**src/rtl/spi_wait_pkg.sv**
```systemverilog
package spi_wait_pkg;

  // Strobes from the control block to the datapath, one cycle each.
  typedef struct packed {
    logic loadTx;     // copy txData into the transmit shifter
    logic shiftTx;    // advance the transmit shifter by one bit
    logic shiftRx;    // take one sampled data-in bit
    logic capture;    // last bit of a character: publish rxData
    logic clearCnt;   // restart the bit counter
    logic clearFull;  // consumer has read rxData
  } dpCtl_t;

endpackage

```
**src/rtl/spi_wait_sync.sv**
```systemverilog
module spi_wait_sync #(
  parameter int WIDTH = 3,
  parameter logic [WIDTH-1:0] RST_VAL = '0
) (
  input  logic             clk,
  input  logic             rstN,
  input  logic [WIDTH-1:0] asyncIn,
  output logic [WIDTH-1:0] syncOut
);

  for (genvar g = 0; g < WIDTH; g++) begin : gSync
    logic [1:0] stage;
    always_ff @(posedge clk or negedge rstN) begin
      if (!rstN) stage <= {2{RST_VAL[g]}};
      else       stage <= {stage[0], asyncIn[g]};
    end
    assign syncOut[g] = stage[1];
  end

endmodule

```
**src/rtl/spi_wait_ctrl.sv**
```systemverilog
module spi_wait_ctrl
  import spi_wait_pkg::*;
(
  input  logic   clk,
  input  logic   rstN,
  input  logic   sclkS,
  input  logic   csNS,
  input  logic   cfgRdyEn,
  input  logic   cfgHighZ,
  input  logic   irqEn,
  input  logic   txWrite,
  input  logic   rxRead,
  input  logic   errClr,
  input  logic   midChar,
  input  logic   lastBit,
  output dpCtl_t dpCtl,
  output logic   misoOe,
  output logic   rdyOut,
  output logic   rdyOe,
  output logic   errFlag,
  output logic   irqOut
);

  logic sclkQ, csNQ;
  logic csLost, txLoaded;
  logic sclkRise, sclkFall, csAssert, csRelease, active;
  logic errEvent, accept;

  always_ff @(posedge clk or negedge rstN) begin
    if (!rstN) begin
      sclkQ <= 1'b0;
      csNQ  <= 1'b1;
    end else begin
      sclkQ <= sclkS;
      csNQ  <= csNS;
    end
  end

  assign sclkRise  = sclkS & ~sclkQ;
  assign sclkFall  = ~sclkS & sclkQ;
  assign csAssert  = ~csNS & csNQ;
  assign csRelease = csNS & ~csNQ;
  assign active    = ~csNS;
  assign errEvent  = csLost & csNS & (sclkRise | sclkFall);
  assign accept    = txWrite & ~midChar;

  always_comb begin
    dpCtl           = '0;
    dpCtl.loadTx    = accept;
    dpCtl.shiftRx   = active & sclkRise;
    dpCtl.capture   = active & sclkRise & lastBit;
    dpCtl.shiftTx   = active & sclkFall;
    dpCtl.clearCnt  = csAssert | errEvent;
    dpCtl.clearFull = rxRead;
  end

  always_ff @(posedge clk or negedge rstN) begin
    if (!rstN) begin
      csLost   <= 1'b0;
      txLoaded <= 1'b0;
      errFlag  <= 1'b0;
    end else begin
      if (csAssert)                  csLost <= 1'b0;
      else if (errEvent)             csLost <= 1'b0;
      else if (csRelease && midChar) csLost <= 1'b1;

      if (dpCtl.capture) txLoaded <= 1'b0;
      else if (accept)   txLoaded <= 1'b1;

      if (errEvent)    errFlag <= 1'b1;
      else if (errClr) errFlag <= 1'b0;
    end
  end

  // Ready line: low = go, high or released = wait.
  always_comb begin
    if (!cfgRdyEn) begin
      rdyOe  = 1'b0;
      rdyOut = 1'b1;
    end else if (txLoaded && !csLost) begin
      rdyOe  = 1'b1;
      rdyOut = 1'b0;
    end else if (cfgHighZ) begin
      rdyOe  = 1'b0;
      rdyOut = 1'b1;
    end else begin
      rdyOe  = 1'b1;
      rdyOut = 1'b1;
    end
  end

  assign misoOe = active;
  assign irqOut = errFlag & irqEn;

  AST_ERR_STICKY: assert property (@(posedge clk) disable iff (!rstN)
    errFlag && !errClr |=> errFlag);
  AST_LOST_WHILE_IDLE: assert property (@(posedge clk) disable iff (!rstN)
    $rose(csLost) |-> csNS);
  AST_HZ_NEVER_HIGH: assert property (@(posedge clk) disable iff (!rstN)
    cfgRdyEn && cfgHighZ |-> !(rdyOe && rdyOut));

endmodule

```
**src/rtl/spi_wait_dp.sv**
```systemverilog
module spi_wait_dp
  import spi_wait_pkg::*;
#(
  parameter int MAX_LEN = 16,
  parameter int LEN_W   = $clog2(MAX_LEN + 1)
) (
  input  logic               clk,
  input  logic               rstN,
  input  dpCtl_t             ctl,
  input  logic [LEN_W-1:0]   cfgLen,
  input  logic [MAX_LEN-1:0] txData,
  input  logic               mosiS,
  output logic               misoOut,
  output logic [MAX_LEN-1:0] rxData,
  output logic               rxFull,
  output logic               midChar,
  output logic               lastBit
);

  localparam int IDX_W = $clog2(MAX_LEN);
  localparam int MIN_LEN = 2;

  logic [LEN_W-1:0]   effLen;
  logic [LEN_W-1:0]   bitCnt;
  logic [IDX_W-1:0]   msbIdx;
  logic [MAX_LEN-1:0] txSh, rxSh, lenMask, rxNext;

  always_comb begin
    if (cfgLen < LEN_W'(MIN_LEN))      effLen = LEN_W'(MIN_LEN);
    else if (cfgLen > LEN_W'(MAX_LEN)) effLen = LEN_W'(MAX_LEN);
    else                               effLen = cfgLen;
  end

  always_comb begin
    for (int i = 0; i < MAX_LEN; i++) lenMask[i] = (i < int'(effLen));
  end

  assign msbIdx  = IDX_W'(effLen - LEN_W'(1));
  assign midChar = (bitCnt != '0);
  assign lastBit = (bitCnt == effLen - LEN_W'(1));
  assign misoOut = txSh[msbIdx];
  assign rxNext  = {rxSh[MAX_LEN-2:0], mosiS};

  always_ff @(posedge clk or negedge rstN) begin
    if (!rstN) begin
      bitCnt <= '0;
      txSh   <= '0;
      rxSh   <= '0;
      rxData <= '0;
      rxFull <= 1'b0;
    end else begin
      if (ctl.clearCnt || ctl.capture) bitCnt <= '0;
      else if (ctl.shiftRx)            bitCnt <= bitCnt + LEN_W'(1);

      if (ctl.loadTx)       txSh <= txData;
      else if (ctl.shiftTx) txSh <= txSh << 1;

      if (ctl.shiftRx) rxSh <= rxNext;

      if (ctl.capture) rxData <= rxNext & lenMask;

      if (ctl.capture)        rxFull <= 1'b1;
      else if (ctl.clearFull) rxFull <= 1'b0;
    end
  end

  AST_CNT_BOUND: assert property (@(posedge clk) disable iff (!rstN)
    bitCnt < effLen);
  AST_FULL_AFTER_CAP: assert property (@(posedge clk) disable iff (!rstN)
    ctl.capture |=> rxFull);
  AST_LOAD_ONLY_IDLE: assert property (@(posedge clk) disable iff (!rstN)
    ctl.loadTx |-> bitCnt == '0);

endmodule

```
**src/rtl/spi_wait_slave.sv**
```systemverilog
module spi_wait_slave
  import spi_wait_pkg::*;
#(
  parameter int MAX_LEN = 16,
  parameter int LEN_W   = $clog2(MAX_LEN + 1)
) (
  input  logic               clk,
  input  logic               rstN,
  input  logic [LEN_W-1:0]   cfgLen,
  input  logic               cfgRdyEn,
  input  logic               cfgHighZ,
  input  logic               irqEn,
  input  logic [MAX_LEN-1:0] txData,
  input  logic               txWrite,
  output logic [MAX_LEN-1:0] rxData,
  output logic               rxFull,
  input  logic               rxRead,
  output logic               errFlag,
  input  logic               errClr,
  output logic               irqOut,
  input  logic               sclkIn,
  input  logic               csN,
  input  logic               mosiIn,
  output logic               misoOut,
  output logic               misoOe,
  output logic               rdyOut,
  output logic               rdyOe
);

  logic [2:0] pinSync;
  logic       midChar, lastBit;
  dpCtl_t     dpCtl;

  // bit 2: chip select (idles high), bit 1: serial clock, bit 0: data in
  spi_wait_sync #(.WIDTH(3), .RST_VAL(3'b100)) sync_i (
    .clk     (clk),
    .rstN    (rstN),
    .asyncIn ({csN, sclkIn, mosiIn}),
    .syncOut (pinSync)
  );

  spi_wait_ctrl ctrl_i (
    .clk      (clk),
    .rstN     (rstN),
    .sclkS    (pinSync[1]),
    .csNS     (pinSync[2]),
    .cfgRdyEn (cfgRdyEn),
    .cfgHighZ (cfgHighZ),
    .irqEn    (irqEn),
    .txWrite  (txWrite),
    .rxRead   (rxRead),
    .errClr   (errClr),
    .midChar  (midChar),
    .lastBit  (lastBit),
    .dpCtl    (dpCtl),
    .misoOe   (misoOe),
    .rdyOut   (rdyOut),
    .rdyOe    (rdyOe),
    .errFlag  (errFlag),
    .irqOut   (irqOut)
  );

  spi_wait_dp #(.MAX_LEN(MAX_LEN), .LEN_W(LEN_W)) dp_i (
    .clk     (clk),
    .rstN    (rstN),
    .ctl     (dpCtl),
    .cfgLen  (cfgLen),
    .txData  (txData),
    .mosiS   (pinSync[0]),
    .misoOut (misoOut),
    .rxData  (rxData),
    .rxFull  (rxFull),
    .midChar (midChar),
    .lastBit (lastBit)
  );

  AST_NO_RDY_WHEN_OFF: assert property (@(posedge clk) disable iff (!rstN)
    !cfgRdyEn |-> !rdyOe);

endmodule

```
**config.mk**
```make
export PLATFORM = sky130hd
export DESIGN_NAME = spi_wait_slave
export DESIGN_NICKNAME = d
export VERILOG_FILES = /design/src/rtl/spi_wait_pkg.sv /design/src/rtl/spi_wait_sync.sv /design/src/rtl/spi_wait_ctrl.sv /design/src/rtl/spi_wait_dp.sv /design/src/rtl/spi_wait_slave.sv
export SDC_FILE = /design/constraint.sdc
export NUM_CORES = 1
export LEC_CHECK = 0
export CORE_ASPECT_RATIO = 1.75
export CORE_MARGIN = 2
export CORE_UTILIZATION = 46
export CTS_CLUSTER_SIZE = 14
export DETAILED_ROUTE_END_ITERATION = 10
export DONT_BUFFER_PORTS = 1
export MAX_ROUTING_LAYER = met4
export PLACE_DENSITY = 0.68
export REMOVE_ABC_BUFFERS = 1
export SLEW_MARGIN = 40
export SYNTH_ARGS = -nofsm -noshare
export SYNTH_HDL_FRONTEND = slang
export SYNTH_SLANG_ARGS = --single-unit
```
**constraint.sdc**
```tcl
create_clock -name clk -period 4.2 [get_ports clk]
set_input_delay 0.84 -clock clk [delete_from_list [all_inputs] [get_ports clk]]
set_output_delay 0.84 -clock clk [all_outputs]
set_load 0.02 [all_outputs]
```
# Word-level counts from Yosys, hierarchy flattened
# Cells that the tools add are included.
[op_classes]
addsub = 2
magnitude_cmp = 19
eq_ne = 1
muxes = 22
n_bitwise = 19
n_reduce_logical = 11
[ops]
columns = ["operator", "n"]
rows = [
  ["less-than comparator 4 x 5 -> 1 bit (first input constant)", 8],
  ["2-to-1 mux 16 bit", 2],
  ["less-than comparator 3 x 5 -> 1 bit (first input constant)", 4],
  ["2-to-1 mux 5 bit", 4],
  ["AND 16 bit", 1],
  ["2-to-1 mux 1 bit", 15],
  ["AND 1 bit", 11],
  ["less-than comparator 1 x 5 -> 1 bit (first input constant)", 2],
  ["less-than comparator 2 x 5 -> 1 bit (first input constant)", 2],
  ["nonzero test 2 bit", 5],
  ["adder 5 x 1 -> 5 bit (second input constant)", 1],
  ["== test 5 bit", 1],
  ["> comparator 5 bit (second input constant)", 1],
  ["less-than comparator 4 x 5 -> 1 bit (second input constant)", 1],
  ["less-than comparator 5 x 2 -> 1 bit (second input constant)", 1],
  ["NOT 1 bit", 5],
  ["nonzero test 5 bit", 1],
  ["subtractor 5 x 1 -> 5 bit (second input constant)", 1],
  ["binary-select mux 1 bit (select 4 bit)", 1],
  ["nonzero test 3 bit", 1],
  ["logical AND 1 bit", 2],
  ["bitwise OR 1 bit", 2],
  ["zero test 1 bit", 1],
  ["logical OR 1 bit", 1],
]
[totals]
reg_bits = 64
out_inout_bits = 23

# Depth between registers and ports, before layout
# Gate-level depths: netlist of run 1.
[depth]
word_depth = 8
mapped_depth = 12

# Hierarchy
# Synthesis of run 1 repeated with hierarchy kept, for this count alone.
[unflattened]
hier_cells = 279
area_unflattened_um2 = 3051.7
[by_module_without_submodules]
columns = ["mod", "instances", "cells_each", "area_each_um2"]
rows = [
  ["spi_wait_dp", 1, 240, 2576.2],
  ["spi_wait_ctrl", 1, 30, 300.3],
  ["spi_wait_sync", 1, 9, 175.2],
]

# Worst setup path before layout of run 1
# No wires, ideal clock.
[synth_path]
path_type = "input to output"
startpoint = "input cfgLen[2]"
endpoint = "output misoOut"
arrival_time_ns = 2.933
required_ns = 3.360
slack_ns = 0.427
path_stages = 6
n_path_buf = 1
cell_sequence = "clkbuf_1 > nor3_1 > a21oi_1 > ha_1 > mux4_2 > mux4_1"
[synth_via]
elab_chain_len = 6
[synth_rtl]
columns = ["item", "line_no", "source"]
rows = [
  ["from (decl)", "spi_wait_slave.sv:9", "input logic [LEN_W-1:0] cfgLen,"],
  ["> comparator 5 bit", "spi_wait_dp.sv:30", "else if (cfgLen > LEN_W'(MAX_LEN)) effLen = LEN_W'(MAX_LEN);"],
  ["2-to-1 mux 5 bit", "spi_wait_dp.sv:30", ""],
  ["2-to-1 mux 5 bit (*)", "spi_wait_dp.sv:29", "if (cfgLen < LEN_W'(MIN_LEN)) effLen = LEN_W'(MIN_LEN);"],
  ["subtractor 5 x 1 -> 5 bit (*)", "spi_wait_dp.sv:38", "assign msbIdx = IDX_W'(effLen - LEN_W'(1));"],
  ["binary-select mux 1 bit (select 4 bit) (*)", "spi_wait_dp.sv:41", "assign misoOut = txSh[msbIdx];"],
  ["2-to-1 mux 1 bit (not written as such) (*)", "spi_wait_dp.sv:41", ""],
  ["to (decl)", "spi_wait_slave.sv:24", "output logic misoOut,"],
]
# Mark *: on every way between the ends. The rest lies on a longest branch, timed or not. The select of a mux whose other input is x is not followed.

# Worst setup path after layout of run 1
# Ends and elaborated chain as after synthesis.

==> results of run 1 <==
-- routing by layer --
layer | vias up | wire length [um] | track usage
met5 | - | 0 | -
met4 | 0 | 126 | 0.0833
met3 | 10 | 283 | 0.0561
met2 | 43 | 3130 | 0.295
met1 | 953 | 2300 | 0.215
li1 | 908 | - | -
-- through the flow --
step | setup WS (ns) | hold slack, ns | cells
3_3_place_gp | 0.492 | 0.337 | 330
6_report | 0.401 | 0.208 | 346
3_5_place_dp | 0.378 | 0.337 | 330
5_1_grt | 0.279 | 0.189 | 346
2_1_floorplan | 0.217 | 0.331 | 245
4_1_cts | 0.371 | 0.192 | 346
-- Yosys cell counts, types with 4 or more instances --
library cell  count
nor2_1            5
inv_1            12
a21boi_0         11
mux2_1           13
dfrtp_1          61
mux4_2            4
clkbuf_1          8
o21ai_0          21
ha_1              6
nor3_1            8
nand2_1          23
mux2i_1          17
a21oi_1           5
nor2b_1           8
mux2_2           16
xor2_1            4
xnor2_1           6
-- worst max path at each step --
stage | start | to | slack, ns
2_1_floorplan | cfgLen[0] | dp_i.rxData[1]$_DFFE_PN0P_ | 0.22
3_3_place_gp | cfgLen[2] | misoOut | 0.49
3_5_place_dp | cfgLen[2] | misoOut | 0.38
4_1_cts | cfgLen[2] | misoOut | 0.37
5_1_grt | cfgLen[2] | misoOut | 0.28
6_report | cfgLen[2] | misoOut | 0.40
-- final cells by class --
cell class              count  area, um^2  share of cell area
clock buffers              14         274              0.0798
repair buffers              3        35.0              0.0102
clock inverters             2        12.5             0.00364
well taps                  82         103              0.0299
flip-flops and latches     64        1610               0.468
inverters                  12        45.0              0.0131
multi-input cells         169        1360               0.396
-- power by group through the flow --
stage | Clock [mW] | Sequential [mW] | Combinational (mW)
final | 0.692 | 0.813 | 0.254
after global routing | 0.745 | 0.830 | 0.287
after CTS | 0.714 | 0.814 | 0.258
after detailed placement | 0 | 0.823 | 0.256
after global placement | 0 | 0.825 | 0.247
after floorplan | 0 | 0.794 | 0.213
-- placed cells by master, fill, tap and decap left out, types with 2 or more instances in the layout --
cell type	instances
mux4_2	4
inv_1	12
nor2_1	5
nor2b_1	8
dfstp_2	3
xnor2_1	6
a21boi_0	11
a21oi_1	5
buf_4	2
nor3_1	8
mux2i_1	17
clkbuf_1	2
ha_1	6
nand4_1	3
nand3_1	3
nand2_1	22
clkbuf_16	9
dfrtp_1	61
o21ai_0	21
mux2_2	16
mux2_1	13
clkbuf_8	3
xor2_1	4
-- cells by family (layout without fill, tap and decap cells) --
| family | after synthesis | after routing |
|---|---|---|
| AOI/OAI and AO/OA | 43 | 43 |
| xor gates and xnor gates | 10 | 10 |
| adders and majority gates | 6 | 6 |
| buffers and inverters | 26 | 31 |
| DFF | 64 | 64 |
| muxes | 51 | 51 |
| and+or+nand+nor | 59 | 59 |
-- registers in the layout, indices dropped and copies added (netlist names), 5 cells and up --
register	count
dp_i.txSh	16
dp_i.rxData	16
dp_i.rxSh	15
sync_i.gSync.stage	6
dp_i.bitCnt	5
==> results.yml, run 1 <==
run_status:
  status: "completed"
yosys:
  synth_seq_area_share: 0.523
  avgSynthCellArea_um2: 11.8
  yosysTopAreaCell: "dfrtp_1"
  synthMuxAreaShare: 0.200
  synth-simple-area-share: 0.0991
  netlist_top_cells_area: "dfrtp_1, mux2_2, mux2i_1"
  synth_top_family_by_area: "multiplexers"
  post_synth_num_cell_types: 38
  synth_xor_area_frac: 0.0285
  syn-instance-count: 259
  ys_ff_latch: 64
  yosys.area.top_type_share: 0.498
  synth_area_mm2: 0.00307
  synth-edff-count: 0
  synth_fa_ha_area_frac: 0.0245
  synthArstFlopShare: 1.00
  yosysWarningCount: 0
  postSynth.topFlopCell: "dfrtp_1"
  synth_compound_area_frac: 0.0869
sta:
  period_minus_slack_ns: 3.80
  tightest_slew_ns: 0.649
  finalHoldViolCount: 0
  setup-tns-final_ns: 0
  finalMaxSlewViolations: 0
  finalClockSkew_ns: 0.00777
  slew_headroom: 0.564
  setup_viol: 0
  rsz0062_at_grt: "no"
  post-route-period-util: 0.905
  max_freq_mhz: 263
clocking:
  numCtsBuffers: 9
  cts_root_buffer: "clkbuf_16"
  postCtsSetupBuffers: 0
  cts_hold_buf: 0
  cts_tree: "yes"
  clk_pin_slew_ns: 0.05
  cts.sink_count: 64
  clock_latency_ns: 0.33
  clockBufferDepth: 2
  ctsResizeCount: 0
  htree_levels: 3
critical_path:
  critPathRequiredTime_ns: 3.36
  cp_max_fo: 13
  timing.rr.end: "dp_i.rxData[4]$_DFFE_PN0P_"
  r2r_slack_ns: 1.85
  startpoint_type: "primary input"
  max_stage_delay_ns: 0.66
  arrival_ns: 2.96
  crit_type: "primary input to primary output"
  crit_cells: 5
  rr_worst_depth: 8
  worst_path_dominant_cell_family: "multiplexers"
  worstSetupEndpointType: "primary output"
  path_cells: "nor3_1 > a21oi_1 > ha_1 > mux4_2 > mux4_1"
  r2r_start: "ctrl_i.sclkQ$_DFF_PN0_"
  crit_slowest_cell: "mux4_1"
  cp_num_buf_inv: 0
grt:
  grt_antenna_before_repair: 0
  grt_overflow: 0
  grt_pass1_wl_mm: 9.90
  grt_pass1_vias: 2019
  grt_usage: 0.186
  grt_max_degree: 65
finish:
  nets: 297
  syn_to_final_growth_pct: 11.9
  drive_gt1_frac: 0.174
  diodes: 0
  final_core_util: 0.529
  n_fill_cell: 578
  fin_area_mm2: 0.00343
run:
  cap_violations: 0
routing:
  dr.pass1.iters: 4
  drcViolationCount: 0
  drt_iter0_markers: 123
  routedWlPerCell_um: 16.9
  viasPerCell: 5.53
  ant_nets: 0
  vias: 1914
  routed_wl_mm: 5.84
power:
  clock_power_share: 0.394
  switchingPower_mw: 0.453
  swShare: 0.258
  peakVddDrop_mv: 0.261
  p_per_area_mw_per_mm2: 512
  combPwrFrac: 0.144
  pwr-share-seq: 0.462
  p_int_mw: 1.31
  power_leakage_nw: 1.61
  power_mw: 1.76
die:
  io_pins: 55
  core_area_mm2: 0.00649
  die_width_um: 65.7
  start_util: 0.473
  rows: 39
  die-height_um: 112
  die_area_mm2: 0.00736
placement:
  gp_congestion: 0.828
  portBuffers: 0
  hpwl_mm: 4.16
  placed_area_mm2: 0.00314
min_path:
  hold_path.class: "primary input to asynchronous set/reset pin"
(Power assumes the default switching activity.)
==> run 2: changes to the inputs <==
--- a/config.mk
+++ b/config.mk
@@ -5,7 +5,8 @@
 export SDC_FILE = /design/constraint.sdc
 export NUM_CORES = 1
 export LEC_CHECK = 0
-export CORE_ASPECT_RATIO = 1.75
+export ABC_CLOCK_PERIOD_IN_PS = 4200
+export CORE_ASPECT_RATIO = 1.4
 export CORE_MARGIN = 2
 export CORE_UTILIZATION = 46
 export CTS_CLUSTER_SIZE = 14
==> results.yml, run 2 (synthesized netlist as in run 1, its figures left out) <==
run_status:
  status: "completed"
critical_path:
  crit_slowest_cell: "mux4_1"
  max_stage_delay_ns: 0.67
  worstSetupEndpointType: "primary output"
  critPathRequiredTime_ns: 3.36
  startpoint_type: "primary input"
  arrival_ns: 2.98
  cp_num_buf_inv: 0
  path_cells: "nor3_1 > a21oi_1 > ha_1 > mux4_2 > mux4_1"
  crit_type: "primary input to primary output"
  cp_max_fo: 13
  worst_path_dominant_cell_family: "multiplexers"
grt:
  grt_pass1_wl_mm: 9.11
  grt_pass1_vias: 1922
  grt_overflow: 0
  grt_antenna_before_repair: 0
  grt_usage: 0.168
  grt_max_degree: 65
clocking:
  postCtsSetupBuffers: 0
  clockBufferDepth: 2
  ctsResizeCount: 0
  clk_pin_slew_ns: 0.07
  cts_tree: "yes"
  cts_root_buffer: "clkbuf_8"
  numCtsBuffers: 9
  cts.sink_count: 64
  clock_latency_ns: 0.34
  cts_hold_buf: 0
  htree_levels: 3
routing:
  ant_nets: 0
  vias: 1900
  viasPerCell: 5.62
  drcViolationCount: 0
  routed_wl_mm: 5.45
  dr.pass1.iters: 4
  drt_iter0_markers: 77
  routedWlPerCell_um: 16.1
power:
  swShare: 0.267
  combPwrFrac: 0.159
  p_per_area_mw_per_mm2: 477
  p_int_mw: 1.17
  clock_power_share: 0.332
  power_leakage_nw: 1.57
  peakVddDrop_mv: 0.227
  power_mw: 1.59
  switchingPower_mw: 0.426
  pwr-share-seq: 0.510
placement:
  placed_area_mm2: 0.00313
  dp_cells: 322
  hpwl_mm: 3.86
  gp_congestion: 0.874
  portBuffers: 0
min_path:
  hold_path.class: "primary input to asynchronous set/reset pin"
finish:
  reg_top3: "dp_i.rxData: 16 flops, dp_i.txSh: 16 flops, dp_i.rxSh: 15 flops"
  syn_to_final_growth_pct: 8.77
  final_core_util: 0.511
  diodes: 0
  final_cell_mix: "dfrtp_1, nand2_1, o21ai_0"
  drive_gt1_frac: 0.170
  fin_area_mm2: 0.00334
  final_cells: 338
  layout_commonest_cell: "dfrtp_1"
  nets: 297
sta:
  finalHoldViolCount: 0
  post-route-period-util: 0.910
  setup_viol: 0
  finalMaxSlewViolations: 0
  rsz0062_at_grt: "no"
  max_freq_mhz: 262
  setup-tns-final_ns: 0
  slew_headroom: 0.539
  period_minus_slack_ns: 3.82
  finalClockSkew_ns: 0.00809
  tightest_slew_ns: 0.686
die:
  start_util: 0.470
  core_area_mm2: 0.00653
  rows: 35
  die_area_mm2: 0.00735
  die-height_um: 101
  die_width_um: 73.0
  io_pins: 55
run:
  cap_violations: 0
## run 2: changes by cell type in the layout (fill, tap and decap cells not counted), sizes merged
| cell | previous run | this run |
|---|---|---|
| bufinv | 0 | 1 |
| clkinv | 1 | 0 |
## run 2: layout make-up
cell class | instances | area [um^2]
Multi-Input combinational cell | 169 | 1360
Tap cell | 74 | 92.6
Fill cell | 576 | 3190
Inverter | 12 | 45.0
Clock inverter | 2 | 37.5
Timing Repair Buffer | 3 | 35.0
Sequential cell | 64 | 1610
Clock buffer | 14 | 163
## run 2: through the flow
step	setup WS (ns)	hold WS, ns
final	0.378	0.191
after global routing	0.230	0.174
after CTS	0.383	0.169
after detailed placement	0.384	0.336
after global placement	0.490	0.332
after floorplan	0.217	0.331
## run 2: power by group through the flow
stage	Combinational, mW	Clock [mW]	Sequential, mW
2_1_floorplan	0.213	0	0.794
3_3_place_gp	0.246	0	0.826
3_5_place_dp	0.256	0	0.825
4_1_cts	0.257	0.545	0.813
5_1_grt	0.286	0.573	0.829
6_report	0.253	0.528	0.811
## run 2: path summary, 6_finish.rpt
kind	from	endpoint	slack (ns)	cells past startpoint
max	cfgLen[2]	misoOut	0.38	5
min	rstN	dp_i.rxData[12]$_DFFE_PN0P_	0.19	0
max reg2reg	ctrl_i.sclkQ$_DFF_PN0_	dp_i.rxData[6]$_DFFE_PN0P_	1.87	8
min reg2reg	sync_i.gSync[1].stage[0]$_DFF_PN0_	sync_i.gSync[1].stage[1]$_DFF_PN0_	0.35	0
max in group asynchronous	rstN	ctrl_i.csNQ$_DFF_PN1_	3.82	0
min in group clk	sync_i.gSync[1].stage[0]$_DFF_PN0_	sync_i.gSync[1].stage[1]$_DFF_PN0_	0.35	0
## run 2: worst reg2reg max path: cells and delay by family, from the launching register on
kind	cells	cell delay, ns
compound gates	1	0.23
simple gates	2	0.57
fa+ha+maj	1	0.12
flops	1	0.38
buf+inv	3	0.57
mux	1	0.34
## run 2: per-layer routing
metal  up-vias  GRT usage  part of all wire
li1        904          -                 -
met4         0     0.0684             0.018
met2        52      0.258              0.49
met5         -          -                 0
met3         9     0.0460             0.046
met1       935      0.207              0.45
